===== src/rtl/cmpz_pkg.sv =====
package cmpz_pkg;
  typedef enum logic [2:0] {
    CMP_EQ = 3'd0,
    CMP_GE = 3'd1,
    CMP_GT = 3'd2,
    CMP_LE = 3'd3,
    CMP_LT = 3'd4
  } cmp_cond_e;

  localparam logic [1:0] SZ_FP32 = 2'b10;
  localparam logic [1:0] SZ_BAD  = 2'b11;

  function automatic logic cond_known(input logic [2:0] c);
    return c <= 3'd4;
  endfunction
endpackage


===== src/rtl/cmpz_int_lane.sv =====
module cmpz_int_lane
  import cmpz_pkg::*;
#(
  parameter int W = 8
) (
  input  logic [W-1:0] x,
  input  logic [2:0]   cond,
  output logic         hit
);
  logic is_zero;
  logic is_neg;

  assign is_zero = (x == '0);
  assign is_neg  = x[W-1];

  always_comb begin
    unique case (cond)
      CMP_EQ:  hit = is_zero;
      CMP_GE:  hit = !is_neg;
      CMP_GT:  hit = !is_neg && !is_zero;
      CMP_LE:  hit = is_neg || is_zero;
      CMP_LT:  hit = is_neg;
      default: hit = 1'b0;
    endcase
  end
endmodule


===== src/rtl/cmpz_fp_lane.sv =====
module cmpz_fp_lane
  import cmpz_pkg::*;
(
  input  logic [31:0] x,
  input  logic [2:0]  cond,
  output logic        hit
);
  logic        x_nan;
  logic        swap;
  logic [31:0] lhs;
  logic [31:0] rhs;
  logic        gt_ab;
  logic        eq_ab;

  function automatic logic f_gt(input logic [31:0] a, input logic [31:0] b);
    logic az, bz;
    az = (a[30:0] == '0);
    bz = (b[30:0] == '0);
    if (az && bz)           return 1'b0;
    else if (a[31] != b[31]) return !a[31];
    else if (!a[31])        return a[30:0] > b[30:0];
    else                    return a[30:0] < b[30:0];
  endfunction

  function automatic logic f_eq(input logic [31:0] a, input logic [31:0] b);
    return ((a[30:0] == '0) && (b[30:0] == '0)) || (a == b);
  endfunction

  assign x_nan = (x[30:23] == 8'hFF) && (x[22:0] != '0);
  // LE/LT reuse the GE/GT comparator with zero moved to the left side
  assign swap  = (cond == CMP_LE) || (cond == CMP_LT);
  assign lhs   = swap ? 32'h0 : x;
  assign rhs   = swap ? x : 32'h0;
  assign gt_ab = f_gt(lhs, rhs);
  assign eq_ab = f_eq(lhs, rhs);

  always_comb begin
    unique case (cond)
      CMP_EQ:         hit = !x_nan && eq_ab;
      CMP_GE, CMP_LE: hit = !x_nan && (gt_ab || eq_ab);
      CMP_GT, CMP_LT: hit = !x_nan && gt_ab;
      default:        hit = 1'b0;
    endcase
  end

  always_comb begin
    if (x_nan) p_nan_false_r8: assert (!hit);
  end
endmodule


===== src/rtl/cmpz_decode.sv =====
module cmpz_decode
  import cmpz_pkg::*;
#(
  parameter int IDX_W = 5
) (
  input  logic [1:0]       size_code,
  input  logic             float_sel,
  input  logic             quad_sel,
  input  logic [2:0]       cond,
  input  logic [IDX_W-1:0] dst_reg,
  input  logic [IDX_W-1:0] src_reg,
  output logic             undef
);
  logic bad_size, bad_fp, bad_pair, bad_cond;

  assign bad_size = (size_code == SZ_BAD);
  assign bad_fp   = float_sel && (size_code != SZ_FP32);
  assign bad_pair = quad_sel && (dst_reg[0] || src_reg[0]);
  assign bad_cond = !cond_known(cond);
  assign undef    = bad_size || bad_fp || bad_pair || bad_cond;
endmodule


===== src/rtl/cmpz_unit.sv =====
module cmpz_unit
  import cmpz_pkg::*;
#(
  parameter int VEC_W = 128,
  parameter int IDX_W = 5
) (
  input  logic             clk,
  input  logic             rst,
  input  logic [VEC_W-1:0] operand,
  input  logic [1:0]       size_code,
  input  logic             float_sel,
  input  logic             quad_sel,
  input  logic [2:0]       cond,
  input  logic [IDX_W-1:0] dst_reg,
  input  logic [IDX_W-1:0] src_reg,
  output logic [VEC_W-1:0] mask_q,
  output logic             undef_q
);
  localparam int HALF_W = VEC_W / 2;
  localparam int N8     = VEC_W / 8;
  localparam int N16    = VEC_W / 16;
  localparam int N32    = VEC_W / 32;

  logic [VEC_W-1:0] m8, m16, m32, mfp;
  logic [VEC_W-1:0] sel_mask, next_mask;
  logic             undef_c;

  cmpz_decode #(.IDX_W(IDX_W)) u_dec (
    .size_code(size_code), .float_sel(float_sel), .quad_sel(quad_sel),
    .cond(cond), .dst_reg(dst_reg), .src_reg(src_reg), .undef(undef_c)
  );

  for (genvar i = 0; i < N8; i++) begin : g_b
    logic h;
    cmpz_int_lane #(.W(8)) u_l (.x(operand[i*8 +: 8]), .cond(cond), .hit(h));
    assign m8[i*8 +: 8] = {8{h}};
  end

  for (genvar i = 0; i < N16; i++) begin : g_h
    logic h;
    cmpz_int_lane #(.W(16)) u_l (.x(operand[i*16 +: 16]), .cond(cond), .hit(h));
    assign m16[i*16 +: 16] = {16{h}};
  end

  for (genvar i = 0; i < N32; i++) begin : g_w
    logic hi, hf;
    cmpz_int_lane #(.W(32)) u_l (.x(operand[i*32 +: 32]), .cond(cond), .hit(hi));
    cmpz_fp_lane u_f (.x(operand[i*32 +: 32]), .cond(cond), .hit(hf));
    assign m32[i*32 +: 32] = {32{hi}};
    assign mfp[i*32 +: 32] = {32{hf}};
  end

  always_comb begin
    unique case (size_code)
      2'b00:   sel_mask = m8;
      2'b01:   sel_mask = m16;
      2'b10:   sel_mask = float_sel ? mfp : m32;
      default: sel_mask = '0;
    endcase
    next_mask = sel_mask;
    if (!quad_sel) next_mask[VEC_W-1:HALF_W] = '0;
    if (undef_c)   next_mask = '0;
  end

  always_ff @(posedge clk) begin
    if (rst) begin
      mask_q  <= '0;
      undef_q <= 1'b0;
    end else begin
      mask_q  <= next_mask;
      undef_q <= undef_c;
    end
  end

  p_reset_clear_r1: assert property (@(posedge clk)
    rst |=> (mask_q == '0 && !undef_q));
  p_size3_undef_r2: assert property (@(posedge clk) disable iff (rst)
    (size_code == SZ_BAD) |=> undef_q);
  p_undef_zero_r2: assert property (@(posedge clk) disable iff (rst)
    undef_q |-> (mask_q == '0));
  p_fp_size_r3: assert property (@(posedge clk) disable iff (rst)
    (float_sel && size_code != SZ_FP32) |=> undef_q);
  p_quad_odd_r4: assert property (@(posedge clk) disable iff (rst)
    (quad_sel && (dst_reg[0] || src_reg[0])) |=> undef_q);
  p_bad_cond_r5: assert property (@(posedge clk) disable iff (rst)
    (cond > 3'd4) |=> undef_q);
  p_half_upper_r9: assert property (@(posedge clk) disable iff (rst)
    !quad_sel |=> (mask_q[VEC_W-1:HALF_W] == '0));
endmodule


===== config.mk =====
export PLATFORM = sky130hd
export DESIGN_NAME = cmpz_unit
export DESIGN_NICKNAME = d
export VERILOG_FILES = /design/src/rtl/cmpz_pkg.sv /design/src/rtl/cmpz_int_lane.sv /design/src/rtl/cmpz_fp_lane.sv /design/src/rtl/cmpz_decode.sv /design/src/rtl/cmpz_unit.sv
export SDC_FILE = /design/constraint.sdc
export NUM_CORES = 1
export LEC_CHECK = 0
export ABC_AREA = 0
export BUFFER_PORTS_ARGS = -buffer_cell sky130_fd_sc_hd__buf_4
export CAP_MARGIN = 20
export CORE_MARGIN = 3
export CORE_UTILIZATION = 52
export CTS_CLUSTER_SIZE = 12
export DETAILED_ROUTE_END_ITERATION = 16
export PLACE_DENSITY = 0.91
export REMOVE_ABC_BUFFERS = 1
export SKIP_LAST_GASP = 1
export SYNTH_ARGS = -nofsm -noshare
export SYNTH_HDL_FRONTEND = slang
export SYNTH_HIERARCHICAL = 1
export SYNTH_SLANG_ARGS = --single-unit

===== constraint.sdc =====
create_clock -name clk -period 2.9 [get_ports clk]
set_input_delay 0.29 -clock clk [delete_from_list [all_inputs] [get_ports clk]]
set_output_delay 0.29 -clock clk [all_outputs]
set_load 0.02 [all_outputs]

==> metrics <==
status=completed; TNS Setup=0 ns; CTS max path bufs=2; worst-path maximum fanout=84; PortBufs=267; final worst slack=0.884 ns; RSZ-0062 raised after global routing=no; Max-slew headroom=0.411; Crit. End Element=flip-flop; sequential cell area=340 sq um; DRT Wirelength=16,200 microns; Initial Util=0.545; Worst-path clk slew=0.07 ns; number of diodes=0; CTS resizes=0; Layout area overhead=27.6%; row count=36; clk sink count=17; Seq/Total Area, Yosys=0.0627; share of cells above drive strength 1=0.435; Hold Path Origin=rst; wire length on met1=6640 microns; Final HPWL DP=12,400 microns; gpl congestion=0.880; Top Layer Used=met4; Die Y=108 microns; fillers=839; detailed-route via count=6,399; die area=11,700 sq um; first-pass GRT wire length=24,700 microns; metal2 WL=8190 microns; Synth Area in Simple Gates=0.633; cell count after synthesis=695; Synth Area in Compound Gates=0.116; IO Pins=276; Synth Register Bits=17; core area=9950 sq um; Congestion Overflow GR=0; worst path arrival time=2.13 ns; VDD IR max=0.175 mV; DRT Pass-1 Iters=5; mapped cell area=5430 sq um; CP required=3.01 ns; CTS tree=yes; origin of the worst setup path=cond[0]; post-synthesis xor/xnor area fraction=0; pins over their slew limit=0; met3 WL post-DR=1090 microns; Tot Pwr=1.14 mW; H-tree Lvls=1; vias in the first global route=5,262; Hold/Removal Path Class=input port to flip-flop; ANT nets after route=0; final setup fails=0; Setup Crit Path Kind=input port to flip-flop; largest family of logic cells by synthesized area=simple AND/OR/NAND/NOR gates; Avg Cell Area, Syn=7.81 sq um; worst slack at placement=0.660 ns; mux cell area share after synthesis=0.0249; multi-input logic area=4200 sq um; Pwr Density=164 nW/um^2; clock root buffer=clkbuf_8; Nets=1,014; Lkg Pwr=2.52 nW; synth warn=6; cts bufs inserted=3; DRC=0; max frequency=496 MHz; Tmin final=2.02 ns; routed length per placed instance=16.2 microns; via/cell ratio=6.41; max-cap violations=0; initial antenna violation count=0; Synth cell types=35; Fin Hold WS=0.200 ns; GR Util All Layers=0.246; # hold bufs at CTS=0; Starting DRT DRC Count=276; final period utilization=0.695; chip width=108 microns; Adder-Cell Fraction of Synth Area=0; Fin. Hold Viols=0; Worst Tran Pin Value=0.882 ns; CP startpoint kind=input port; largest net degree at the start of global routing=85; Setup Buffers After CTS=0
==> metal layers <==
metal  vias up  global-route usage
li1       3136                   -
met1      2985               0.308
met2       252               0.443
met3        26              0.0340
met4         0              0.0595
met5         -                   0
==> flip-flops by register name, summed over array words and instances, names as in the netlist <==
register,cells
mask_q,16
undef_q,1
==> cell type report <==
type,instances,area share
Clock buffer,4,0.00651
Inverter,9,0.00488
Multi-Input combinational cell,554,0.606
Sequential cell,17,0.0492
Tap cell,133,0.0240
Timing Repair Buffer,282,0.309
==> cell usage after synthesis, drive strengths merged <==
cell / number / area, sq um
nor4: 132 / 1450
buf: 114 / 851
nor2: 61 / 239
a31oi: 56 / 350
nand2: 52 / 195
nand4b: 44 / 385
nand4: 40 / 250
nor4b: 32 / 280
dfxtp: 17 / 340
nand3: 17 / 85.1
nor3: 16 / 80.1
or3b: 16 / 140
or4: 16 / 135
inv: 9 / 33.8
mux2i: 9 / 90.1
nand2b: 8 / 70.1
nand3b: 8 / 60.1
o311ai: 8 / 70.1
o31ai: 8 / 60.1
a211oi: 4 / 30.0
and4: 4 / 35.0
mux2: 4 / 45.0
o2111ai: 4 / 35.0
o211ai: 4 / 30.0
o2bb2ai: 4 / 35.0
nor2b: 3 / 18.8
o21ai: 2 / 10.0
a211o: 1 / 8.76
clkbuf: 1 / 3.75
or2: 1 / 6.26
==> through the flow <==
stage,utilization,area [sq um],std cells
floorplan,-,4570,580
global placement,0.691,6880,995
detailed placement,0.691,6880,995
CTS,0.696,6920,999
global route,0.696,6920,999
finish,0.696,6920,999
==> worst max-delay path, stage by stage <==
cell and delay [ns]:
buf_4 0.58, o21ai_0 0.22, nand3_1 0.12, a211o_1 0.31
or2_0 0.47, a31oi_1 0.11
==> placed cells by master, fill, tap and decap left out, drive strengths merged <==
master and instances:
a211o 1, a211oi 4, a31oi 56, and4 4
buf 282, clkbuf 4, dfxtp 17, inv 9
mux2 4, mux2i 9, nand2 52, nand2b 8
nand3 17, nand3b 8, nand4 40, nand4b 44
nor2 61, nor2b 3, nor3 16, nor4 132
nor4b 32, o2111ai 4, o211ai 4, o21ai 2
o2bb2ai 4, o311ai 8, o31ai 8, or2 1
or3b 16, or4 16
==> worst paths after layout <==
kind,end,slack [ns],cells after the start
hold / removal,undef_q,0.20,2
setup / recovery,mask_q[111],0.88,6
==> cells by family after synthesis <==
| kind of cell | count (synthesis) |
|---|---|
| mux | 13 |
| buf+inv | 124 |
| simple gates | 450 |
| compound gates | 91 |
| flops | 17 |
==> power breakdown <==
part	total [mW]	internal (mW)	switching, mW
logic	0.710	0.301	0.409
clock network	0.187	0.0976	0.0895
registers	0.242	0.237	0.00524
total	1.14	0.635	0.504
Power figures use the tool's default switching activity.
